### config.mk
export PLATFORM = sky130hd
export DESIGN_NAME = mr_prime_ctrl
export DESIGN_NICKNAME = d
export VERILOG_FILES = /design/src/rtl/mr_pkg.sv /design/src/rtl/mr_split.sv /design/src/rtl/mr_lfsr.sv /design/src/rtl/mr_base_fit.sv /design/src/rtl/mr_classify.sv /design/src/rtl/mr_prime_ctrl.sv
export SDC_FILE = /design/constraint.sdc
export NUM_CORES = 1
export LEC_CHECK = 0
export BUFFER_PORTS_ARGS = -buffer_cell sky130_fd_sc_hd__buf_2
export CAP_MARGIN = 25
export CORE_UTILIZATION = 50
export DETAILED_ROUTE_END_ITERATION = 12
export HOLD_SLACK_MARGIN = 0.1
export PLACE_DENSITY = 0.7
export SYNTH_ARGS = -nofsm -noshare
export SYNTH_HDL_FRONTEND = slang
export SYNTH_SLANG_ARGS = --single-unit
### constraint.sdc
create_clock -name clk -period 5.1 [get_ports clk]
set_input_delay 0.765 -clock clk [delete_from_list [all_inputs] [get_ports clk]]
set_output_delay 0.765 -clock clk [all_outputs]
set_load 0.02 [all_outputs]
### src/rtl/mr_pkg.sv
package mr_pkg;

  typedef enum logic [2:0] {
    ST_IDLE,
    ST_SPLIT,
    ST_DRAW,
    ST_ISSUE,
    ST_WAIT,
    ST_JUDGE,
    ST_FIN
  } mr_state_e;

  // result classification codes
  localparam logic [1:0] CLS_OTHER = 2'b00;
  localparam logic [1:0] CLS_ONE   = 2'b01;
  localparam logic [1:0] CLS_NM1   = 2'b10;

endpackage

### src/rtl/mr_split.sv
// Parallel-load right shifter: strips trailing zeros of N-1, counting them.
module mr_split #(
  parameter int W  = 16,
  parameter int SW = $clog2(W + 1)
) (
  input  logic          clk,
  input  logic          rst_ni,
  input  logic          load,
  input  logic [W-1:0]  value,
  output logic [W-1:0]  odd_part,
  output logic [SW-1:0] twos,
  output logic          ready
);

  logic [W-1:0]  sh_q;
  logic [SW-1:0] cnt_q;
  logic          shift_en;

  assign shift_en = !load && (sh_q != '0) && !sh_q[0];

  always_ff @(posedge clk or negedge rst_ni) begin
    if (!rst_ni) begin
      sh_q  <= '0;
      cnt_q <= '0;
    end else begin
      if (load) begin
        sh_q  <= value;
        cnt_q <= '0;
      end else if (shift_en) begin
        sh_q  <= sh_q >> 1;
        cnt_q <= cnt_q + SW'(1);
      end
    end
  end

  assign odd_part = sh_q;
  assign twos     = cnt_q;
  assign ready    = sh_q[0];

  // once the odd part is reached it stays put until reloaded
  p_hold_odd_r3: assert property (@(posedge clk) disable iff (!rst_ni)
    (sh_q[0] && !load) |=> ($stable(sh_q) && $stable(cnt_q)));

endmodule

### src/rtl/mr_lfsr.sv
// Galois LFSR used as the base source.
module mr_lfsr #(
  parameter int          W    = 16,
  parameter logic [W-1:0] TAPS = 16'hB400,
  parameter logic [W-1:0] SEED = 16'hACE1
) (
  input  logic         clk,
  input  logic         rst_ni,
  input  logic         step,
  output logic [W-1:0] value
);

  logic [W-1:0] st_q;
  logic [W-1:0] st_d;

  always_comb begin
    st_d = st_q[0] ? ((st_q >> 1) ^ TAPS) : (st_q >> 1);
  end

  always_ff @(posedge clk or negedge rst_ni) begin
    if (!rst_ni) begin
      st_q <= SEED;
    end else if (step) begin
      st_q <= st_d;
    end
  end

  assign value = st_q;

  // the generator never locks up in the all-zero state
  p_lfsr_live_r4: assert property (@(posedge clk) disable iff (!rst_ni)
    st_q != '0);

endmodule

### src/rtl/mr_base_fit.sv
// Folds a raw random word into [2, N-2] with one mask and one subtract.
module mr_base_fit #(
  parameter int W = 16
) (
  input  logic [W-1:0] modulus,
  input  logic [W-1:0] raw,
  output logic [W-1:0] base
);

  logic [W-1:0] span;
  logic [W-1:0] mask;
  logic [W-1:0] cut;
  logic [W-1:0] folded;

  always_comb begin
    span = modulus - W'(4);
    mask = span;
    for (int i = 0; i < W; i++) begin
      mask = mask | (mask >> 1);
    end
    cut    = raw & mask;
    folded = (cut > span) ? (cut - span - W'(1)) : cut;
    base   = folded + W'(2);
  end

endmodule

### src/rtl/mr_classify.sv
// Two-bit status of a power result against 1 and N-1.
module mr_classify #(
  parameter int W = 16
) (
  input  logic [W-1:0] modulus,
  input  logic [W-1:0] x,
  output logic [1:0]   status
);

  always_comb begin
    status = {x == (modulus - W'(1)), x == W'(1)};
  end

endmodule

### src/rtl/mr_prime_ctrl.sv
module mr_prime_ctrl
  import mr_pkg::*;
#(
  parameter int           W    = 16,
  parameter int           KW   = 4,
  parameter logic [W-1:0] TAPS = 16'hB400,
  parameter logic [W-1:0] SEED = 16'hACE1
) (
  input  logic          clk,
  input  logic          rst_n,
  input  logic          start,
  input  logic [W-1:0]  cand,
  input  logic [KW-1:0] rounds,
  input  logic          exp_done,
  input  logic [W-1:0]  exp_res,
  output logic          exp_go,
  output logic          exp_sq,
  output logic [W-1:0]  exp_base,
  output logic [W-1:0]  exp_pow,
  output logic [W-1:0]  exp_mod,
  output logic          busy,
  output logic          done,
  output logic          prime
);

  localparam int SW = $clog2(W + 1);

  // reset: asserted asynchronously, released on the clock
  logic [1:0] rst_sync_q;
  logic       rst_ni;

  always_ff @(posedge clk or negedge rst_n) begin
    if (!rst_n) rst_sync_q <= 2'b00;
    else        rst_sync_q <= {rst_sync_q[0], 1'b1};
  end
  assign rst_ni = rst_sync_q[1];

  mr_state_e     state_q, state_d;
  logic [W-1:0]  n_q, base_q, x_q;
  logic [KW-1:0] k_q, rnd_q, rnd_d;
  logic [SW-1:0] sqc_q, sqc_d;
  logic          sqph_q, sqph_d;
  logic          prime_q, prime_d;
  logic          n_en, k_en, base_en, x_en, ld_split, lfsr_step;

  logic [W-1:0]  d_val, rnd_word, fit_base;
  logic [SW-1:0] s_val;
  logic          split_ready;
  logic [1:0]    status;
  logic          cand_ok, cand_small_prime, last_round;

  mr_split #(.W(W), .SW(SW)) i_split (
    .clk      (clk),
    .rst_ni   (rst_ni),
    .load     (ld_split),
    .value    (cand - W'(1)),
    .odd_part (d_val),
    .twos     (s_val),
    .ready    (split_ready)
  );

  mr_lfsr #(.W(W), .TAPS(TAPS), .SEED(SEED)) i_lfsr (
    .clk    (clk),
    .rst_ni (rst_ni),
    .step   (lfsr_step),
    .value  (rnd_word)
  );

  mr_base_fit #(.W(W)) i_fit (
    .modulus (n_q),
    .raw     (rnd_word),
    .base    (fit_base)
  );

  mr_classify #(.W(W)) i_cls (
    .modulus (n_q),
    .x       (x_q),
    .status  (status)
  );

  assign cand_ok          = cand[0] && (cand >= W'(5));
  assign cand_small_prime = (cand == W'(2)) || (cand == W'(3));
  assign last_round       = ({1'b0, rnd_q} + (KW+1)'(1)) >= {1'b0, k_q};

  // next-state logic
  always_comb begin
    state_d   = state_q;
    rnd_d     = rnd_q;
    sqc_d     = sqc_q;
    sqph_d    = sqph_q;
    prime_d   = prime_q;
    n_en      = 1'b0;
    k_en      = 1'b0;
    base_en   = 1'b0;
    x_en      = 1'b0;
    ld_split  = 1'b0;
    lfsr_step = 1'b0;
    unique case (state_q)
      ST_IDLE: begin
        if (start) begin
          n_en    = 1'b1;
          k_en    = 1'b1;
          rnd_d   = '0;
          prime_d = 1'b0;
          if (cand_ok) begin
            ld_split = 1'b1;
            state_d  = ST_SPLIT;
          end else begin
            prime_d = cand_small_prime;
            state_d = ST_FIN;
          end
        end
      end
      ST_SPLIT: begin
        if (split_ready) state_d = ST_DRAW;
      end
      ST_DRAW: begin
        lfsr_step = 1'b1;
        base_en   = 1'b1;
        sqph_d    = 1'b0;
        sqc_d     = '0;
        state_d   = ST_ISSUE;
      end
      ST_ISSUE: begin
        state_d = ST_WAIT;
      end
      ST_WAIT: begin
        if (exp_done) begin
          x_en    = 1'b1;
          if (sqph_q) sqc_d = sqc_q + SW'(1);
          state_d = ST_JUDGE;
        end
      end
      ST_JUDGE: begin
        if ((status == CLS_NM1) || ((status == CLS_ONE) && !sqph_q)) begin
          if (last_round) begin
            prime_d = 1'b1;
            state_d = ST_FIN;
          end else begin
            rnd_d   = rnd_q + KW'(1);
            state_d = ST_DRAW;
          end
        end else if ((status == CLS_ONE) || (sqc_q == (s_val - SW'(1)))) begin
          prime_d = 1'b0;
          state_d = ST_FIN;
        end else begin
          sqph_d  = 1'b1;
          state_d = ST_ISSUE;
        end
      end
      ST_FIN: begin
        state_d = ST_IDLE;
      end
      default: state_d = ST_IDLE;
    endcase
  end

  // registers
  always_ff @(posedge clk or negedge rst_ni) begin
    if (!rst_ni) begin
      state_q <= ST_IDLE;
      n_q     <= '0;
      k_q     <= '0;
      rnd_q   <= '0;
      base_q  <= '0;
      x_q     <= '0;
      sqc_q   <= '0;
      sqph_q  <= 1'b0;
      prime_q <= 1'b0;
    end else begin
      state_q <= state_d;
      rnd_q   <= rnd_d;
      sqc_q   <= sqc_d;
      sqph_q  <= sqph_d;
      prime_q <= prime_d;
      if (n_en)    n_q    <= cand;
      if (k_en)    k_q    <= (rounds == '0) ? KW'(1) : rounds;
      if (base_en) base_q <= fit_base;
      if (x_en)    x_q    <= exp_res;
    end
  end

  assign exp_go   = (state_q == ST_ISSUE);
  assign exp_sq   = sqph_q;
  assign exp_base = sqph_q ? x_q : base_q;
  assign exp_pow  = sqph_q ? W'(2) : d_val;
  assign exp_mod  = n_q;
  assign busy     = (state_q != ST_IDLE);
  assign done     = (state_q == ST_FIN);
  assign prime    = prime_q;

  // request strobe lasts one cycle
  p_go_pulse_r11: assert property (@(posedge clk) disable iff (!rst_ni)
    exp_go |=> !exp_go);

  // verdict strobe lasts one cycle and the verdict holds after it
  p_done_pulse_r12: assert property (@(posedge clk) disable iff (!rst_ni)
    done |=> (!done && $stable(prime)));

  // opening base inside [2, N-2]
  p_base_range_r4: assert property (@(posedge clk) disable iff (!rst_ni)
    (exp_go && !exp_sq) |-> ((exp_base >= W'(2)) && (exp_base <= n_q - W'(2))));

  // opening exponent is odd and its shift restores N-1
  p_pow_odd_r3: assert property (@(posedge clk) disable iff (!rst_ni)
    (exp_go && !exp_sq) |-> (exp_pow[0] && ((exp_pow << s_val) == (n_q - W'(1)))));

  // a squaring is only requested below the S-1 limit
  p_sq_limit_r6: assert property (@(posedge clk) disable iff (!rst_ni)
    (exp_go && exp_sq) |-> (sqc_q < (s_val - SW'(1))));

  // a start during a run leaves the latched modulus alone
  p_start_ignored_r10: assert property (@(posedge clk) disable iff (!rst_ni)
    (busy && start) |=> $stable(exp_mod));

endmodule

### Yosys cells after proc, flatten, opt, wreduce, memory -nomap -nowiden

Cells that the tools add are included.
Widths: inputs -> output; s select.

* input port bits: 40
* register bits after elaboration: 105
* memories kept: 0
* memory bits (read-only): 0
* bits in latches: 0
* memory bits (writable): 0
* word-level logic and storage cells: 132

* $add $sub $neg: 11
* equal/unequal tests: 23
* reductions and logical operators: 23
* bitwise operators: 18
* multipliers: 0
* mux-type cells: 41
* shifts and indexed selects: 0
* div/mod/pow operators: 0
* order comparisons: 3

Operators with widths (number)
* $or 16x15->16: 16
* $mux 16: 6
* $sub 16x1->16 const B: 3
* $eq 16x2->1 const B: 2
* $mux 3: 7
* $mux 5: 4
* $pmux 3 s6: 1
* $add 16x2->16 const B: 1
* $and 16x16->16: 1
* $eq 16x1->1 const B: 1
* $eq 16x16->1: 1
* $ge 16x3->1 const B: 1
* $gt 16x16->1: 1
* $mux 4: 4
* $reduce_bool 16->1: 1
* $sub 16x16->16: 1
* $sub 16x3->16 const B: 1
* $mux 1: 15
* $ne 2x2->1 const B: 7
* $add 5x1->5 const B: 2
* $pmux 5 s2: 1
* $eq 3x3->1 const B: 3
* $reduce_and 3->1: 3
* $pmux 4 s2: 1
* other kinds (21): 35

### Depth between registers and ports, before layout

Gate-level depths: netlist (run 1).

* depth after elaboration: 22
* depth in mapped cells: 27
* mapped depth without buffers: 22

### Cells and area by module

Synthesis (run 1) repeated with hierarchy kept, for this count alone.

* cell total of the unflattened synthesis: 894
* area, all modules: 8272.9 um^2

By module, submodules not included
* mr_prime_ctrl: cells an instance 367, instances 1, area each 3753.6 um^2, sequential area each 1701.6 um^2
* mr_base_fit: cells an instance 296, instances 1, area each 2149.6 um^2, sequential area each 0.0 um^2
* mr_split: cells an instance 89, instances 1, area each 1012.2 um^2, sequential area each 525.5 um^2
* mr_lfsr: cells an instance 53, instances 1, area each 753.2 um^2, sequential area each 410.4 um^2
* mr_classify: cells an instance 89, instances 1, area each 604.3 um^2, sequential area each 0.0 um^2

### Worst setup path before layout (run 1)

OpenSTA, ideal clock, no wires.

* path type: reg2reg
* from: register n_q[2] (netlist: exp_mod[2])
* to: register base_q[15]
* arrival: 5.797 ns
* library setup time: 0.092 ns
* required time: 5.008 ns
* slack: -0.789 ns
* path buffers: 4
* stages on the path, launching flop included: 24
* cells stage by stage: dfrtp_1 inv_1 ha_1 buf_4 or4_1 o32ai_1 o21ai_1 nor4b_1 a31oi_1 ha_1 clkbuf_1 and4_1 o21ai_0 a311oi_1 o221a_4 buf_6 clkbuf_1 nor2_1 a31oi_1 ha_1 o221ai_1 or2_1 o31a_1 o31ai_2

* longest elaborated chain between the ends: 22

Ends and longest elaborated chain
* start: declaration: line mr_prime_ctrl.sv:39 `logic [W-1:0] n_q, base_q, x_q;`
* start signal: assignment: line mr_prime_ctrl.sv:176 `if (n_en) n_q <= cand;`
* $sub 16x3->16 *: line mr_base_fit.sv:16 `span = modulus - W'(4);`
* $or 16x15->16 (16 in a row): line mr_base_fit.sv:19 `mask = mask | (mask >> 1);`
* $and 16x16->16: line mr_base_fit.sv:21 `cut = raw & mask;`
* $sub 16x16->16: line mr_base_fit.sv:22 `folded = (cut > span) ? (cut - span - W'(1)) : cut;`
* $sub 16x1->16: line mr_base_fit.sv:22
* $mux 16 *: line mr_base_fit.sv:22
* $add 16x2->16 *: line mr_base_fit.sv:23 `base = folded + W'(2);`
* end signal: assignment: line mr_prime_ctrl.sv:178 `if (base_en) base_q <= fit_base;`
* end: declaration: line mr_prime_ctrl.sv:39

Mark *: on every way between the ends. The rest lies on a longest branch, timed or not.
A chain may end at the register's enable or synchronous reset.

### Final worst setup path (run 1)

Same ends and word-level chain as after synthesis.

==> flow_summary.yaml, run 1 <==
grt:
  grt.overflow.total: 0
  track_usage_pct: 27.7
  antenna_found_initial: 0
  grt_pass1_wl_mm: 36.2
  grt_start_max_net_pins: 53
  grt_pass1_vias: 6864
place:
  gp_congestion: 0.977
  placedCellCount: 1245
  port_buffers: 92
  dpl_cell_area_sq_um: 9310
  dpl.hpwl_mm: 17.6
  dp_slack_ns: -0.0605
die:
  row_count: 46
  core_area_sq_um: 15900
  fp.dieArea_sq_um: 16900
  die_y_um: 130
  die_w_um: 130
  start_util_pct: 51.4
  io_pins: 93
min_path:
  min_path_type: "in -> async"
pwr:
  swShare_pct: 49.2
  total_power_mw: 6.81
  intPower_mw: 3.46
  clock_power_share_pct: 10.0
  vdd_drop_max_v: 0.000386
  p_sw_mw: 3.35
  leakage_nw: 4.27
  p_seq_share_pct: 24.4
  powerDensity_nw_per_um2: 693
  combinationalPowerShare_pct: 65.6
sta:
  maxSlewViolCount: 0
  setup_viol: 0
  finalCritPeriodShare_pct: 99.2
  fin_ws_ns: 0.0395
  tightest_slew_ns: 0.922
  clock.fmax_ghz: 0.198
  period_minus_slack_ns: 5.06
  rsz0062_at_grt: "true"
  hold_violations: 0
  finalSetupTns_ns: 0
  clock_skew_ns: 0.00578
  slew_headroom_pct: 38.5
  whs_ns: 0.171
cells_and_area:
  multi_input_area_sq_um: 5410
  instances_no_fill: 1269
  regArea_sq_um: 2650
  nFillCells: 1390
  antennaDiodeCount: 0
  final_cell_area_sq_um: 9820
  fin_nets: 1123
  postLayoutCoreUtil_pct: 61.6
  drive_above_1_share_pct: 29.7
  syn_to_final_growth_pct: 20.0
routing:
  dr_total_vias: 7392
  wirelength_mm: 22.7
  first_pass_iters: 5
  post_drt_via_cell_ratio: 5.83
  wl_per_cell_um: 17.9
  ant_nets: 0
  drc: 0
  drt_iter0_drc: 634
critical_path:
  r2r_end: "base_q[15]"
  startpoint_type: "flop"
  r2r_setup_slack_ns: 0.04
  cp.required_ns: 5.37
  end_kind: "flop"
  cp_max_fo: 11
  crit_arrival_ns: 5.33
  reg2reg_from: "exp_mod[2]"
  worstRegToRegCells: 19
  crit_type: "reg -> reg"
cts:
  clockBufferDepth: 2
  clk_pin_slew_worst_paths_ns: 0.07
  clk-insertion-delay-late_ns: 0.36
  cts.htree.levels: 3
  numCtsBuffers: 9
  cts_tree: "yes"
  clockRootBuffer: "clkbuf_16"
  ctsHoldBuffers: 0
  cts.sinks: 105
synth:
  synthFlopType: "dfrtp_1"
  synth_fp_nets: 996
  synth-seq-area-share_pct: 32.2
  synth_top_area_share_pct: 29.6
  ys_types: 97
  synth-edff-count: 0
  syn_area_per_cell_sq_um: 8.89
  yosysTopAreaCell: "dfrtp_1"
  ys_seq_elements: 105
  synth_area_sq_um: 8190
  async_reset_ff_share_pct: 100
  yosys_warnings: 0
  syn_inst: 921
  synthTopCellsByArea: "dfrtp_1 (30%), mux2_2 (6.5%), ha_1 (5.2%), nand2_1 (4.8%), xnor2_1 (4.5%)"
run:
  drv_cap: 0
status:
  status: "completed"
## flip-flops by register name (all words and copies together) (netlist names)
signal	cells
k_q	4
rnd_q	4
rst_sync_q	2
sqc_q	5
x_q	16
exp_mod	16
base_q	16
state_q	3
i_lfsr.value	16
exp_sq	1
prime	1
i_split.odd_part	16
i_split.twos	5
## critical path, cell delays in order (launching register included)
cell and delay (ns):
dfrtp_2 0.44, or4_4 0.56, o41ai_4 0.35, nand4b_1 0.15
buf_6 0.17, nor4_4 0.29, nand2_2 0.12, nor2_4 0.14
a41oi_2 0.15, ha_1 0.37, nand4_1 0.14, or3_1 0.37
o21a_1 0.18, o221a_4 0.16, buf_4 0.19, mux2_2 0.28
o2111ai_4 0.20, or2_4 0.31, o31a_1 0.25, o31ai_2 0.17
## kinds of logic after synthesis
group,after synthesis,share of synthesized area [%]
and+or+nand+nor,338,22.5
AOI/OAI and AO/OA,209,18.2
DFF,105,32.2
buffers and inverters,92,4.68
muxes,71,9.44
xor gates and xnor gates,70,7.49
adders and majority gates,35,5.44
other,1,0.0458
## cell type report
class | instances | area share [%]
Clock buffer | 11 | 2.47
Clock inverter | 5 | 0.408
Multi-Input combinational cell | 724 | 55.1
Inverter | 40 | 1.55
Tap cell | 216 | 2.75
Timing Repair Buffer | 168 | 10.8
Sequential cell | 105 | 26.9
## power groups by stage
stage,logic [mW],registers [mW],clock network [mW]
2_1_floorplan,3.06,1.55,0
3_5_place_dp,4.26,1.65,0
6_report,4.47,1.66,0.681
5_1_grt,4.88,1.70,0.723
3_3_place_gp,4.22,1.64,0
4_1_cts,4.30,1.65,0.699
## metal layers
layer / vias to the layer above / track usage, % / wire (um)
met3: 21 / 4.35 / 1320
met1: 3547 / 39.1 / 10800
li1: 3591 / - / -
met2: 233 / 44.4 / 10300
met5: - / 0 / 0
met4: 0 / 6.98 / 280
## how the worst max path moves through the flow
stage / startpoint / to / cells after the start
2_1_floorplan: exp_mod[3] / base_q[15] / 25
3_3_place_gp: exp_mod[2] / base_q[15] / 18
3_5_place_dp: exp_mod[6] / base_q[15] / 18
4_1_cts: exp_mod[3] / base_q[15] / 19
5_1_grt: exp_mod[7] / base_q[15] / 19
6_report: exp_mod[2] / base_q[15] / 19
## synth_stat cells, types with 8 or more instances
cell,number
ha_1,34
and2_1,10
nor3_1,12
o21ai_0,59
dfstp_2,8
a21o_1,8
nand2b_1,12
and3_1,8
nand2_1,105
nor2b_1,27
nand4_1,12
nor2_1,52
nand3_1,16
a21oi_1,31
clkbuf_1,33
nor4_1,21
dfrtp_1,97
inv_1,40
o211ai_1,9
mux2_2,47
mux2i_1,23
xor2_1,28
or3_1,9
buf_2,9
xnor2_1,42
## cell usage in the layout, fill, tap and decap left out, types with 5 or more instances in the layout
cell type    n
inv_1       38
a21oi_1     31
nand3_1     16
nor4_1      18
and3_1       7
o21bai_1     7
xnor2_1     42
mux2_2      47
o211ai_1     9
a211oi_1     6
ha_1        30
buf_2       92
nand4_1     12
and2_1       9
o31a_1       6
dfrtp_1     92
o21ai_1     11
nand2b_1    12
nor2b_1     27
or4_1        7
o21ai_0     54
nor3_1      12
nand2_1    104
or3_1        8
nor2_1      51
or2_2        5
mux2i_1     23
o21a_1       5
buf_4       73
or4_4        6
a31oi_1      7
clkbuf_16    9
xor2_1      28
dfstp_2      8
a21o_1       8
## timing repair
| item | in CTS | in global routing |
|---|---|---|
| pin swaps | 1 | 6 |
| setup endpoints to repair | 2 | 11 |
| resized for setup | 7 | 22 |
| buffers inserted | 0 | 7 |
| gates cloned | 0 | 0 |
(Power assumes the default switching activity.)
==> inputs of run 2 (changes only) <==
--- a/config.mk
+++ b/config.mk
@@ -10,7 +10,7 @@
 export CORE_UTILIZATION = 50
 export DETAILED_ROUTE_END_ITERATION = 12
 export HOLD_SLACK_MARGIN = 0.1
-export PLACE_DENSITY = 0.7
+export PLACE_DENSITY_LB_ADDON = 0.1
 export SYNTH_ARGS = -nofsm -noshare
 export SYNTH_HDL_FRONTEND = slang
 export SYNTH_SLANG_ARGS = --single-unit
==> flow_summary.yaml, run 2 (same netlist as run 1, synthesis figures left out) <==
routing:
  post_drt_via_cell_ratio: 5.85
  first_pass_iters: 5
  wirelength_mm: 23.4
  drc: 0
  drt_iter0_drc: 513
  dr_total_vias: 7511
  ant_nets: 0
  wl_per_cell_um: 18.2
pwr:
  leakage_nw: 4.36
  vdd_drop_max_v: 0.000470
  powerDensity_nw_per_um2: 702
critical_path:
  crit_arrival_ns: 5.24
  cp.required_ns: 5.37
  r2r_setup_slack_ns: 0.13
  startpoint_type: "flop"
  cp_max_fo: 6
  end_kind: "flop"
  crit_type: "reg -> reg"
cells_and_area:
  fin_nets: 1138
  antennaDiodeCount: 0
  final_cell_area_sq_um: 10000
  instances_no_fill: 1284
  syn_to_final_growth_pct: 22.1
  final_common_cell: "nand2_1"
  final_cell_mix: "nand2_1 (104), dfrtp_1 (93), buf_2 (92)"
  drive_above_1_share_pct: 30.9
grt:
  grt_start_max_net_pins: 68
  track_usage_pct: 28.2
  grt_pass1_vias: 6832
  grt_pass1_wl_mm: 36.5
  antenna_found_initial: 0
  grt.overflow.total: 0
sta:
  setup_viol: 0
  clock_skew_ns: 0.00880
  slew_headroom_pct: 38.9
  period_minus_slack_ns: 4.97
  finalCritPeriodShare_pct: 97.4
  finalSetupTns_ns: 0
  rsz0062_at_grt: "true"
  clock.fmax_ghz: 0.201
  hold_violations: 0
  maxSlewViolCount: 0
  tightest_slew_ns: 0.916
  fin_ws_ns: 0.131
cts:
  numCtsBuffers: 9
  clockBufferDepth: 2
  cts.htree.levels: 3
  cts_tree: "yes"
  cts.sinks: 105
  ctsHoldBuffers: 0
  clk_pin_slew_worst_paths_ns: 0.07
  clk-insertion-delay-late_ns: 0.35
  clockRootBuffer: "clkbuf_16"
place:
  gp_congestion: 0.933
  dpl.hpwl_mm: 18.2
  placedCellCount: 1264
  port_buffers: 92
  dp_slack_ns: -0.0232
  dpl_cell_area_sq_um: 9450
status:
  status: "completed"
die:
  fp.dieArea_sq_um: 16900
  row_count: 46
  core_area_sq_um: 15900
  die_y_um: 130
  io_pins: 93
  die_w_um: 130
  start_util_pct: 51.4
run:
  drv_cap: 0
min_path:
  min_path_type: "in -> async"
==> run 2: changes by cell type in the layout (fill, tap and decap cells not counted), sizes merged <==
| cell | change |
|---|---|
| inv | +2 |
| buf | +14 |
| clkbuf | -1 |
| clkinvlp | -2 |
| o221a | +1 |
| bufinv | +1 |
==> run 2: area by class of cell <==
class | instances | area, sq um
Inverter | 40 | 153
Timing Repair Buffer | 182 | 1160
Multi-Input combinational cell | 725 | 5470
Clock inverter | 6 | 75.1
Fill cell | 1384 | 5940
Sequential cell | 105 | 2650
Clock buffer | 10 | 229
Tap cell | 216 | 270
==> run 2: metal layers <==
metal	track usage (%)	up-vias	share of wire, %
met3	2.99	17	6.8
met5	0	-	0
li1	-	3618	-
met4	5.88	0	0.96
met1	42.9	3623	48
met2	42.9	253	44
==> run 2: path summary, 6_finish.rpt <==
check / from / end / cells past startpoint
hold / removal: rst_n / rst_sync_q[1] / 1
setup reg to reg: exp_mod[7] / base_q[15] / 18
setup / recovery: exp_mod[7] / base_q[15] / 18
min in group clk: rst_sync_q[0] / rst_sync_q[1] / 0
hold reg to reg: rst_sync_q[0] / rst_sync_q[1] / 0
max in group asynchronous: rst_sync_q[1] / i_lfsr.value[15] / 1
==> run 2: where the power goes <==
group	leakage, nW	switching, mW	internal [mW]	total, mW
sequential	1.30	0.476	1.19	1.67
clock	0.151	0.333	0.390	0.723
combinational	2.91	2.62	2.01	4.64
==> run 2: through the flow <==
stage                     util (%)  total power, mW  hold WS (ns)
final                         62.7             7.03         0.180
after global routing          62.7             7.53         0.172
after CTS                     61.2             6.81         0.170
after detailed placement      59.3             6.06         0.339
after global placement        59.3             6.03         0.336
after floorplan                  -             4.61         0.331
==> run 2: repair_timing <==
action | CTS | global route
setup buffers | 0 | 2
resized for setup | 2 | 29
setup endpoints to repair | 1 | 11
pin swaps | 0 | 16
gates cloned | 0 | 1
==> run 2: worst max-delay path, cell delays in order (launching register included) <==
cell and delay (ns):
dfrtp_1 0.39, or4_4 0.57, o41ai_4 0.37, nand4b_1 0.14
buf_4 0.18, or3_1 0.38, and2_1 0.19, ha_4 0.29
nand3_1 0.10, a211o_1 0.36, a311oi_4 0.28, o221a_4 0.31
inv_1 0.07, mux2_2 0.24, ha_2 0.20, o221ai_2 0.12
or2_4 0.29, o31a_1 0.25, o31ai_2 0.16
